**src/rtl/icr_pkg.sv**
```systemverilog
package icr_pkg;
   localparam int DW = 8;

   typedef enum logic [1:0] {
      SEQ_IDLE = 2'd0,
      SEQ_BASE = 2'd1,
      SEQ_CASC = 2'd2,
      SEQ_FMT  = 2'd3
   } seq_st_e;

   typedef enum logic [2:0] {
      OP_ROT_OFF   = 3'd0,
      OP_END_TOP   = 3'd1,
      OP_NONE      = 3'd2,
      OP_END_LINE  = 3'd3,
      OP_ROT_ON    = 3'd4,
      OP_END_ROT   = 3'd5,
      OP_SET_BASE  = 3'd6,
      OP_LINE_ROT  = 3'd7
   } op_code_e;
endpackage

```
**src/rtl/icr_prio_pick.sv**
```systemverilog
module icr_prio_pick #(
   parameter int LINES = 8,
   localparam int LW = $clog2(LINES)
) (
   input  logic [LINES-1:0] vec,
   input  logic [LW-1:0]    base,
   output logic             hit,
   output logic [LW-1:0]    line
);
   always_comb begin
      hit  = 1'b0;
      line = '0;
      for (int k = LINES - 1; k >= 0; k--) begin
         logic [LW-1:0] idx;
         idx = base + LW'(k);
         if (vec[idx]) begin
            hit  = 1'b1;
            line = idx;
         end
      end
   end
endmodule

```
**src/rtl/icr_init_fsm.sv**
```systemverilog
module icr_init_fsm
   import icr_pkg::*;
#(
   parameter int LINES = 8,
   localparam int LW = $clog2(LINES)
) (
   input  logic          clk,
   input  logic          rst_n,
   input  logic          start,
   input  logic          need_fmt,
   input  logic          word_wr,
   input  logic [DW-1:0] word,
   output logic          idle,
   output logic [DW-1:0] vec_base,
   output logic          nested,
   output logic          auto_eoi
);
   seq_st_e st_q;
   logic    fmt_q;

   always_ff @(posedge clk or negedge rst_n) begin
      if (!rst_n) begin
         st_q     <= SEQ_IDLE;
         fmt_q    <= 1'b0;
         vec_base <= '0;
         nested   <= 1'b0;
         auto_eoi <= 1'b0;
      end else if (start) begin
         st_q     <= SEQ_BASE;
         fmt_q    <= need_fmt;
         vec_base <= '0;
         nested   <= 1'b0;
         auto_eoi <= 1'b0;
      end else if (word_wr) begin
         unique case (st_q)
            SEQ_IDLE: st_q <= SEQ_IDLE;
            SEQ_BASE: begin
               vec_base <= {word[DW-1:LW], LW'(0)};
               st_q     <= SEQ_CASC;
            end
            SEQ_CASC: st_q <= fmt_q ? SEQ_FMT : SEQ_IDLE;
            SEQ_FMT: begin
               nested   <= word[4];
               auto_eoi <= word[1];
               st_q     <= SEQ_IDLE;
            end
         endcase
      end
   end

   assign idle = (st_q == SEQ_IDLE);

   AST_START_ENTERS_BASE: assert property (@(posedge clk) disable iff (!rst_n)
      start |=> st_q == SEQ_BASE) else $error("start");
   AST_BASE_TO_CASC: assert property (@(posedge clk) disable iff (!rst_n)
      (st_q == SEQ_BASE && word_wr && !start) |=> st_q == SEQ_CASC) else $error("seq");
   AST_FMT_TO_IDLE: assert property (@(posedge clk) disable iff (!rst_n)
      (st_q == SEQ_FMT && word_wr && !start) |=> st_q == SEQ_IDLE) else $error("fmt");
endmodule

```
**src/rtl/icr_readback.sv**
```systemverilog
module icr_readback
   import icr_pkg::*;
#(
   parameter int LINES = 8,
   localparam int LW = $clog2(LINES)
) (
   input  logic             clk,
   input  logic             rst_n,
   input  logic             rd_en,
   input  logic             addr,
   input  logic             poll,
   input  logic             win_valid,
   input  logic [LW-1:0]    win_line,
   input  logic             sel_isr,
   input  logic [LINES-1:0] irr,
   input  logic [LINES-1:0] isr,
   input  logic [LINES-1:0] mask,
   output logic [DW-1:0]    rd_data
);
   logic [DW-1:0] nxt;

   always_comb begin
      if (poll)
         nxt = win_valid ? DW'(win_line) : DW'(LINES - 1);
      else if (addr)
         nxt = DW'(mask);
      else
         nxt = sel_isr ? DW'(isr) : DW'(irr);
   end

   always_ff @(posedge clk or negedge rst_n) begin
      if (!rst_n)       rd_data <= '0;
      else if (rd_en)   rd_data <= nxt;
   end

   AST_POLL_EMPTY_SEVEN: assert property (@(posedge clk) disable iff (!rst_n)
      (rd_en && poll && !win_valid) |=> rd_data == DW'(LINES - 1)) else $error("poll empty");
   AST_POLL_IN_RANGE: assert property (@(posedge clk) disable iff (!rst_n)
      (rd_en && poll) |=> rd_data < DW'(LINES)) else $error("poll range");
endmodule

```
**src/rtl/icr_port.sv**
```systemverilog
module icr_port
   import icr_pkg::*;
#(
   parameter int LINES = 8,
   localparam int LW = $clog2(LINES)
) (
   input  logic             clk,
   input  logic             rst_n,
   input  logic             addr,
   input  logic             wr_en,
   input  logic [DW-1:0]    wr_data,
   input  logic             rd_en,
   input  logic [LINES-1:0] irr_in,
   input  logic [LINES-1:0] isr_in,
   input  logic             win_valid,
   input  logic [LW-1:0]    win_line,
   output logic [DW-1:0]    rd_data,
   output logic [LINES-1:0] mask,
   output logic [DW-1:0]    vec_base,
   output logic [LW-1:0]    prio_base,
   output logic             auto_eoi,
   output logic             rot_auto_eoi,
   output logic             nested_mode,
   output logic             special_mask,
   output logic             init_pulse,
   output logic [LINES-1:0] isr_clr,
   output logic [LINES-1:0] irr_clr
);
   generate
      if (LINES < 2 || LINES > DW || (LINES & (LINES - 1)) != 0) begin : g_bad_lines
         $error("LINES must be a power of two between 2 and 8");
      end
   endgenerate

   logic init_wr, mode_wr, op_wr, word_wr, mask_wr, poll_rd;
   logic seq_idle, top_hit, poll_q, sel_isr_q;
   logic [LW-1:0] top_line, named, pbase_nx;
   logic rot_nx;
   op_code_e op;

   assign init_wr = wr_en && !addr && wr_data[4];
   assign mode_wr = wr_en && !addr && !wr_data[4] && wr_data[3];
   assign op_wr   = wr_en && !addr && !wr_data[4] && !wr_data[3];
   assign word_wr = wr_en && addr && !init_wr;
   assign mask_wr = word_wr && seq_idle;
   assign poll_rd = rd_en && poll_q;
   assign op      = op_code_e'(wr_data[7:5]);
   assign named   = wr_data[LW-1:0];
   assign init_pulse = init_wr;

   icr_init_fsm #(.LINES(LINES)) u_seq (
      .clk(clk), .rst_n(rst_n), .start(init_wr), .need_fmt(wr_data[0]),
      .word_wr(word_wr), .word(wr_data), .idle(seq_idle),
      .vec_base(vec_base), .nested(nested_mode), .auto_eoi(auto_eoi)
   );

   icr_prio_pick #(.LINES(LINES)) u_pick (
      .vec(isr_in), .base(prio_base), .hit(top_hit), .line(top_line)
   );

   always_comb begin
      isr_clr  = '0;
      irr_clr  = '0;
      pbase_nx = prio_base;
      rot_nx   = rot_auto_eoi;
      if (op_wr) begin
         unique case (op)
            OP_ROT_OFF, OP_ROT_ON: rot_nx = op[2];
            OP_END_TOP: if (top_hit) isr_clr[top_line] = 1'b1;
            OP_END_ROT: if (top_hit) begin
               isr_clr[top_line] = 1'b1;
               pbase_nx = top_line + LW'(1);
            end
            OP_END_LINE: isr_clr[named] = 1'b1;
            OP_SET_BASE: pbase_nx = named + LW'(1);
            OP_LINE_ROT: begin
               isr_clr[named] = 1'b1;
               pbase_nx = named + LW'(1);
            end
            OP_NONE: ;
         endcase
      end
      if (poll_rd && win_valid) begin
         isr_clr[win_line] = 1'b1;
         irr_clr[win_line] = 1'b1;
      end
   end

   always_ff @(posedge clk or negedge rst_n) begin
      if (!rst_n) begin
         mask         <= '0;
         prio_base    <= '0;
         rot_auto_eoi <= 1'b0;
         poll_q       <= 1'b0;
         sel_isr_q    <= 1'b0;
         special_mask <= 1'b0;
      end else if (init_wr) begin
         mask         <= '0;
         prio_base    <= '0;
         rot_auto_eoi <= 1'b0;
         poll_q       <= 1'b0;
         sel_isr_q    <= 1'b0;
         special_mask <= 1'b0;
      end else begin
         if (mask_wr) mask <= wr_data[LINES-1:0];
         prio_base    <= pbase_nx;
         rot_auto_eoi <= rot_nx;
         if (mode_wr && wr_data[2]) poll_q <= 1'b1;
         else if (rd_en)            poll_q <= 1'b0;
         if (mode_wr && wr_data[1]) sel_isr_q    <= wr_data[0];
         if (mode_wr && wr_data[6]) special_mask <= wr_data[5];
      end
   end

   icr_readback #(.LINES(LINES)) u_rb (
      .clk(clk), .rst_n(rst_n), .rd_en(rd_en), .addr(addr), .poll(poll_q),
      .win_valid(win_valid), .win_line(win_line), .sel_isr(sel_isr_q),
      .irr(irr_in), .isr(isr_in), .mask(mask), .rd_data(rd_data)
   );

   AST_INIT_CLEARS: assert property (@(posedge clk) disable iff (!rst_n)
      init_wr |=> (mask == '0 && prio_base == '0 && !rot_auto_eoi && !special_mask)) else $error("init");
   AST_MASK_HELD_IN_SEQ: assert property (@(posedge clk) disable iff (!rst_n)
      (word_wr && !seq_idle) |=> $stable(mask)) else $error("mask");
   AST_POLL_ONE_SHOT: assert property (@(posedge clk) disable iff (!rst_n)
      (poll_rd && !wr_en) |=> !poll_q) else $error("poll");
   AST_SINGLE_CLEAR: assert property (@(posedge clk) disable iff (!rst_n)
      !(op_wr && poll_rd) |-> $onehot0(isr_clr)) else $error("clr");
   AST_REQ_CLR_ONLY_POLL: assert property (@(posedge clk) disable iff (!rst_n)
      !poll_rd |-> irr_clr == '0) else $error("irr clr");
endmodule

```
**config.mk**
```make
export PLATFORM = sky130hd
export DESIGN_NAME = icr_port
export DESIGN_NICKNAME = d
export VERILOG_FILES = /design/src/rtl/icr_pkg.sv /design/src/rtl/icr_prio_pick.sv /design/src/rtl/icr_init_fsm.sv /design/src/rtl/icr_readback.sv /design/src/rtl/icr_port.sv
export SDC_FILE = /design/constraint.sdc
export NUM_CORES = 1
export LEC_CHECK = 0
export BUFFER_PORTS_ARGS = -buffer_cell sky130_fd_sc_hd__buf_4
export CAP_MARGIN = 0
export CORE_UTILIZATION = 35
export DETAILED_ROUTE_END_ITERATION = 10
export GPL_ROUTABILITY_DRIVEN = 0
export MAX_ROUTING_LAYER = met4
export PLACE_DENSITY_LB_ADDON = 0.15
export SLEW_MARGIN = 0
export SYNTH_ARGS = -nofsm -noshare
export SYNTH_HDL_FRONTEND = slang
export SYNTH_SLANG_ARGS = --single-unit
```
**constraint.sdc**
```tcl
create_clock -name clk -period 9.2 [get_ports clk]
set_input_delay 0.46 -clock clk [delete_from_list [all_inputs] [get_ports clk]]
set_output_delay 0.46 -clock clk [all_outputs]
set_load 0.01 [all_outputs]
```
---- Word level (Yosys, flattened, before mapping) ----
Index checks and enable logic that the tools add are counted.
Widths: inputs -> output; s select.
word-level totals
  output and inout bits ................... 48
  input port bits ......................... 33
  register bits ........................... 36
cells by class
  magnitude comparators ................... 14
  reduce and logical (&&, ||, !) cells .... 41
  mux-type cells .......................... 76
  equality and inequality tests ........... 10
  bitwise operators ....................... 1
  add/sub/neg operators ................... 9
operators with widths
  operator             number
  $mux 8               12
  $lt 3x4->1 const B   11
  $mux 3               12
  $mux 1               35
  $bmux 1 s3           8
  $logic_and 1x1->1    16
  $pmux 8 s2           1
  $reduce_bool 2->1    8
  $add 3x3->3 const B  4
  $eq 3x3->1 const B   4
  $reduce_or 2->1      5
  $add 3x1->3 const B  3
  $demux 1 s3          3
  $ge 3x1->1 const B   3
  $or 8x8->8           1
  $add 3x2->3 const B  2
  $mux 2               3
  $pmux 2 s3           1
  $pmux 3 s2           1
  $reduce_and 2->1     3
  $reduce_bool 3->1    2
  $eq 2x2->1 const B   2
  $logic_not 1->1      4
  $eq 3x1->1 const B   1
  6 further kinds      6

---- Depth between registers and ports, before layout ----
Gate-level depths: netlist of the first run.
  word-level depth ........................ 20
  gate-level depth with buffers ........... 15
  gate-level depth less buffers ........... 12

---- Hierarchy ----
A second synthesis of the first run with hierarchy kept.
second synthesis, totals
  cells, all modules ...................... 311
  area, all modules ....................... 2965.3 µm²
modules (own cells, without submodules)
  module         cells each  area an instance (µm²)  instances  sequential area each (µm²)
  icr_port       113         993.5                   1          375.4
  icr_prio_pick  90          782.0                   1          0.0
  icr_init_fsm   52          646.9                   1          250.2
  icr_readback   56          543.0                   1          200.2

---- Least setup slack after synthesis of the first run ----
OpenSTA, ideal clock, no wires.
  path kind ............................... register to output
  from .................................... register prio_base[1]
  to ...................................... output isr_clr[4]
  setup slack ............................. 5.068 ns
  arrival time ............................ 3.672 ns
  stages on the path, launching flop included .. 13
  required time ........................... 8.740 ns
  path through ............................ dfrtp_1 buf_2 buf_2 inv_1 ha_1 buf_2 mux4_1 a2111o_1 nand4_1 a221oi_2 or3_1 or3b_4 o31ai_1
on the way
  longest elaborated chain between the ends .. 20
ends and longest elaborated chain
  element                                                         RTL line                        RTL
  from (decl)                                                     icr_port.sv:20                  output logic [LW-1:0] prio_base,
  from (signal assigned)                                          icr_port.sv:106                 prio_base <= pbase_nx;
  $add 3x3->3                                                     icr_prio_pick.sv:15             idx = base + LW'(k);
  $bmux 1 s3                                                      icr_prio_pick.sv:16             if (vec[idx]) begin
  $mux 1 (not written as such)                                    icr_prio_pick.sv:16
  $mux 3 (8 in series)                                            icr_prio_pick.sv:16
  $lt 3x4->1 (not written as such) or $ge 3x1->1 (tied branches)  icr_port.sv:69, icr_port.sv:71
  $logic_and 1x1->1 (not written as such)                         icr_port.sv:69, icr_port.sv:71
  $mux 1 (not written as such)                                    icr_port.sv:69, icr_port.sv:71
  $demux 1 s3                                                     icr_port.sv:69, icr_port.sv:71
  $mux 8 (*)                                                      icr_port.sv:69, icr_port.sv:70
  $pmux 8 s2 (*)                                                  icr_port.sv:67                  unique case (op)
  $mux 8 (*)                                                      icr_port.sv:66                  if (op_wr) begin
  $or 8x8->8 (no line)                                            --
  $mux 8 (*)                                                      icr_port.sv:83                  if (poll_rd && win_valid) begin
  to (decl)                                                       icr_port.sv:26                  output logic [LINES-1:0] isr_clr,
Every way passes the cells marked *; elsewhere a longest branch is shown, timed or not. The select of a mux whose other input is x is not followed.

---- Worst setup path after layout of the first run ----
  from .................................... register prio_base[0]
  to ...................................... output isr_clr[6]
The elaborated chain is that of the path after synthesis.

==> impl_metrics.yaml, run 1 <==
floorplanning:
  core_area_um2: 7850
  ioPinCount: 81
  dieWidth_um: 92.8
  dieArea_um2: 8610
  rows: 32
  die_h_um: 92.8
  initial_utilization_pct: 36.8
timing:
  maxSlewViolCount: 0
  finalSetupViolCount: 0
  fin_crit_ns: 4.98
  fmax_ghz: 0.201
  rsz0062_at_grt: "no"
  slew_headroom_pct: 51.5
  hold_viol_final: 0
  tightest_slew_ns: 0.722
  worst_hold_slack_ns: 0.112
  post-route-period-util_pct: 54.1
  finalSetupTns_ns: 0
  fin_skew_ns: 0.00670
critical_path:
  reg2reg_depth: 11
  cp_slowest_cell: "dfrtp_1"
  worstSetupPathType: "reg -> out"
  critical_path_required_ns: 8.74
  cp.depth: 10
  critical_path.max_stage_delay_ns: 0.73
  crit_fanout: 15
  cp-start-kind: "register"
  end_kind: "output port"
  crit_path_cell_trace: "clkinv_1 > ha_1 > mux4_1 > a2111o_1 > nand4_1 > a221oi_2 > or3_1 > or3b_4 > o31ai_1 > buf_4"
  crit_family: "simple AND/OR/NAND/NOR gates"
  path_buf_inv: 2
  critPathArrivalTime_ns: 4.52
clock_network:
  clk_pin_slew_ns: 0.07
  cts_tree: "done"
  root_buffer: "clkbuf_8"
  post_cts_buffers: 0
  cts_buffers: 5
  htree_levels: 2
  ctsResizeCount: 0
  clock_path_buffers: 2
  holdBufCountCts: 0
  clkSinkCount: 33
  clock_latency_ns: 0.28
global_route:
  grt_max_degree: 34
  antenna_found_initial: 0
  grt_pass1_wl_um: 14200
  grt_util_all_layers_pct: 21.4
  first_global_vias: 2717
  grt-ovfl-total: 0
finish:
  area_growth_pct: 25.5
  seqCellArea_um2: 826
  multiInputGateArea_um2: 1910
  stdcell_area_um2: 3620
  post-route-util_pct: 46.1
  fill_cells: 821
  num_antenna_cells: 0
  drive_above_1_share_pct: 27.8
  num-nets-final: 427
detailed_routing:
  via_count: 2831
  met2WireLength_um: 4090
  ant_nets: 0
  vias_per_cell: 5.73
  drt-met1-wl_um: 4030
  routed.top_layer: "met4"
  wl_per_cell_um: 17.7
  dr.pass1.iters: 4
  drcViolationCount: 0
  routed_wl_um: 8740
  wl_met3_um: 536
  drt_iter0_markers: 162
power_and_ir_drop:
  power.density_nw_per_um2: 187
  p_leak_nw: 1.64
  peakVddDrop_v: 0.000119
  power.total_uw: 679
synthesis:
  synth_common_cells: "43 x nand2_1, 33 x dfrtp_1, 29 x a21oi_1, 29 x nor2_1, 21 x mux2i_1"
  async_reset_ff_share_pct: 100
  yosysTopAreaCell: "dfrtp_1"
  syn_inst: 324
  yosys.area.top_type_share_pct: 28.6
  synth_area_per_cell_um2: 8.91
  synth.distinct_cells: 57
  seq_area_frac_synth_pct: 28.6
  synth-edff-count: 0
  ys_ff_latch: 33
  syn_area_um2: 2890
  synth_flop_cell: "dfrtp_1"
  yosys-top-cells-area: "dfrtp_1 29%, mux2i_1 7.3%, mux4_1 6.4%"
  synthMostInstantiatedCell: "nand2_1"
  yosysWarnings: 0
min_path:
  hold_class: "in -> async"
job:
  maxCapViolCount: 0
place:
  numPortBuffers: 77
  placed_area_um2: 3500
  dp_hpwl_um: 6640
status:
  status: "finished, final reports clean"
-- layout by cell type (no fill, tap or decap), drive strengths merged, types with 4 or more instances in the layout --
cell type   n
buf        77
nand3       6
nor3        5
inv        15
nor2       29
a22oi       4
dfrtp      33
or3         5
nand2      43
and3        4
mux2        8
clkbuf      7
a31oi       5
o21ai      12
o31ai       9
a21oi      29
o2bb2ai     5
mux2i      21
nand2b      5
mux4       15
-- metrics by stage --
| stage | cells | setup WS, ns |
|---|---|---|
| 2_1_floorplan | 326 | 5.07 |
| 3_3_place_gp | 486 | 4.66 |
| 3_5_place_dp | 486 | 4.52 |
| 4_1_cts | 494 | 4.21 |
| 5_1_grt | 494 | 3.93 |
| 6_report | 494 | 4.22 |
-- where the power goes --
group	switching [mW]	leakage, nW	internal, mW
clock	0.0546	0.0585	0.0883
sequential	0.0306	0.432	0.168
combinational	0.182	1.15	0.155
-- area by class of cell --
type	count	area share [%]
clock buffer	7	2.38
inverter	17	1.76
timing repair buffer	77	16.0
multi-input combinational	257	52.7
tap	102	3.52
sequential	33	22.8
clock inverter	1	0.829
-- registers in the layout, summed over array words and instances (netlist names), 2 cells and up --
signal	flops
mask	8
u_seq.st_q	2
u_rb.rd_data	8
prio_base	3
u_seq.vec_base	5
-- final timing paths --
path | from | endpoint | slack, ns
worst min-delay path | rst_n | mask[4] | 0.11
worst max-delay path | prio_base[0] | isr_clr[6] | 4.22
worst min register to register | u_seq.fmt_q | u_seq.fmt_q | 0.49
min in group clk | rd_en | u_rb.rd_data[1] | 0.43
max in group asynchronous | rst_n | prio_base[0] | 8.77
worst max register to register | prio_base[0] | prio_base[2] | 4.70
-- kinds of logic after synthesis --
logic type      after synthesis  synth area share [%]
flops                        33                  28.6
fa+ha+maj                     3                  1.30
mux                          44                  23.0
xor+xnor                      4                  1.21
other cells                   1                 0.130
compound gates               91                  22.4
buf+inv                      36                  5.46
simple gates                112                  17.9
-- per-layer routing --
| metal | track usage (%) | vias up |
|---|---|---|
| li1 | - | 1346 |
| met1 | 30.4 | 1378 |
| met2 | 32.2 | 95 |
| met3 | 3.86 | 12 |
| met4 | 4.10 | 0 |
| met5 | - | - |
No activity file was read; power rests on OpenSTA's default activity.
==> run 2, diff against run 1 <==
==> constraint.sdc (replaced) <==
create_clock -name clk -period 4.98 [get_ports clk]
set_input_delay 0.249 -clock clk [delete_from_list [all_inputs] [get_ports clk]]
set_output_delay 0.249 -clock clk [all_outputs]
set_load 0.01 [all_outputs]
==> run 2 against run 1 <==
Clock power rose by 85%. Register-to-register slack got worse by 3.6 ns. First-iteration DRC count fell by 5.6%. Utilization rose by 0.32 points. Clock-buffer cell count did not move. Largest cell class unchanged. Largest power group unchanged. Highest routed layer unchanged.
==> impl_metrics.yaml, run 2 (synthesis gave the netlist of run 1 again) <==
critical_path:
  end_kind: "output port"
  cp_slowest_cell: "ha_1"
  rrSetupSlack_ns: 1.06
  critical_path_required_ns: 4.73
  critical_path.max_stage_delay_ns: 0.68
  critPathArrivalTime_ns: 3.96
  reg2reg_depth: 11
  crit_end: "isr_clr[7]"
  cp.depth: 10
  startpoint: "prio_base[0]"
  r2r-end: "prio_base[2]"
  crit_path_cell_trace: "clkinv_1 > ha_1 > mux4_1 > a2111o_1 > nand4_1 > a221oi_2 > or3_1 > or3b_4 > o31ai_1 > buf_4"
  path_buf_inv: 2
  r2r_start: "prio_base[0]"
  worstSetupPathType: "reg -> out"
  crit_family: "simple AND/OR/NAND/NOR gates"
  crit_fanout: 14
  cp-start-kind: "register"
finish:
  area_growth_pct: 26.4
  largest_registers: "mask (8), u_rb.rd_data (8), u_seq.vec_base (5)"
  layout_common_cells: "79 x buf_4, 43 x nand2_1, 33 x dfrtp_1, 29 x nor2_1, 29 x a21oi_1"
  num_antenna_cells: 0
  num-nets-final: 430
  layout_commonest_cell: "buf_4"
  stdcell_area_um2: 3650
  drive_above_1_share_pct: 28.1
clock_network:
  clock_latency_ns: 0.28
  cts_buffers: 5
  cts_tree: "done"
  ctsResizeCount: 0
  root_buffer: "clkbuf_8"
  clkSinkCount: 33
  htree_levels: 2
  clk_pin_slew_ns: 0.07
  clock_path_buffers: 2
place:
  dp_hpwl_um: 6610
  placed_area_um2: 3520
  numPortBuffers: 77
  pre_cts_ws_ns: 1.09
detailed_routing:
  vias_per_cell: 5.71
  dr.pass1.iters: 4
  routed_wl_um: 8690
  drcViolationCount: 0
  via_count: 2836
  drt_iter0_markers: 153
  ant_nets: 0
  wl_per_cell_um: 17.5
power_and_ir_drop:
  netSwitchingPower_uw: 497
  p_comb_share_pct: 51.2
  pwr-share-clk_pct: 20.9
  swShare_pct: 39.4
  internal-power_uw: 765
  peakVddDrop_v: 0.000212
  p_leak_nw: 1.65
  power.density_nw_per_um2: 346
  seqPwrFrac_pct: 27.8
min_path:
  hold_class: "in -> reg"
timing:
  fin_crit_ns: 4.20
  slew_headroom_pct: 51.9
  finalSetupViolCount: 0
  rsz0062_at_grt: "no"
  fin_skew_ns: 0.00268
  hold_viol_final: 0
  post-route-period-util_pct: 84.4
  fin_ws_ns: 0.776
  maxSlewViolCount: 0
  tightest_slew_ns: 0.716
  finalSetupTns_ns: 0
  fmax_ghz: 0.238
status:
  status: "finished, final reports clean"
floorplanning:
  rows: 32
  core_area_um2: 7850
  dieArea_um2: 8610
  ioPinCount: 81
  dieWidth_um: 92.8
  die_h_um: 92.8
  initial_utilization_pct: 36.8
global_route:
  grt-ovfl-total: 0
  grt_pass1_wl_um: 14000
  grt_util_all_layers_pct: 21.1
  grt_max_degree: 34
  first_global_vias: 2772
  antenna_found_initial: 0
job:
  maxCapViolCount: 0
==> run 2: power by group through the flow <==
stage / combinational (mW) / clock, mW / sequential, mW
final: 0.646 / 0.264 / 0.351
after global routing: 0.709 / 0.279 / 0.356
after CTS: 0.643 / 0.268 / 0.352
after detailed placement: 0.639 / 0 / 0.357
after global placement: 0.638 / 0 / 0.357
after floorplan: 0.438 / 0 / 0.362
==> run 2: routing by layer <==
metal | vias to the layer above | GRT usage, % | routed length (µm)
met4 | 0 | 5.13 | 75
met1 | 1372 | 28.5 | 3990
met5 | - | - | 0
li1 | 1351 | - | -
met2 | 104 | 33.5 | 4120
met3 | 9 | 2.96 | 500
==> run 2: worst register-to-register path, delay by kind of cell, from the launching register on <==
family	cells	cell delay (ns)
XOR/XNOR	1	0.16
flip-flops	1	0.36
multiplexers	4	1.32
buffers and inverters	1	0.19
AO/OA/AOI/OAI	3	0.87
adder cells (fa/ha/maj)	2	0.91
==> run 2: final cells by class <==
class,count,area [µm²]
inverters,17,63.8
flip-flops and latches,33,826
clock buffers,7,86.3
repair buffers,80,603
multi-input cells,257,1910
well taps,102,128
fillers,786,4200
clock inverters,1,30.0
==> run 2: how the worst min path moves through the flow <==
stage,endpoint,start,cells past startpoint,slack [ns]
2_1_floorplan,mask[0],rst_n,0,-0.05
3_3_place_gp,u_seq.nested,rst_n,1,0.23
3_5_place_dp,u_seq.nested,rst_n,1,0.22
4_1_cts,u_rb.rd_data[1],rd_en,2,0.21
5_1_grt,u_rb.rd_data[1],rd_en,2,0.22
6_report,u_rb.rd_data[1],rd_en,2,0.21
==> run 2: per-stage QoR <==
stage	utilization, %	hold slack [ns]	power (mW)	cells
final	46.5	0.214	1.26	497
after global placement	44.9	0.231	0.994	488
after global routing	46.5	0.217	1.34	497
after detailed placement	44.9	0.224	0.995	488
after CTS	46.5	0.210	1.26	497
after floorplan	-	-0.0466	0.800	326
==> run 2: what timing repair did <==
item                                   CTS  global route
buffers inserted                         0             0
hold buffers                             1             0
endpoints found under the hold margin   33             0
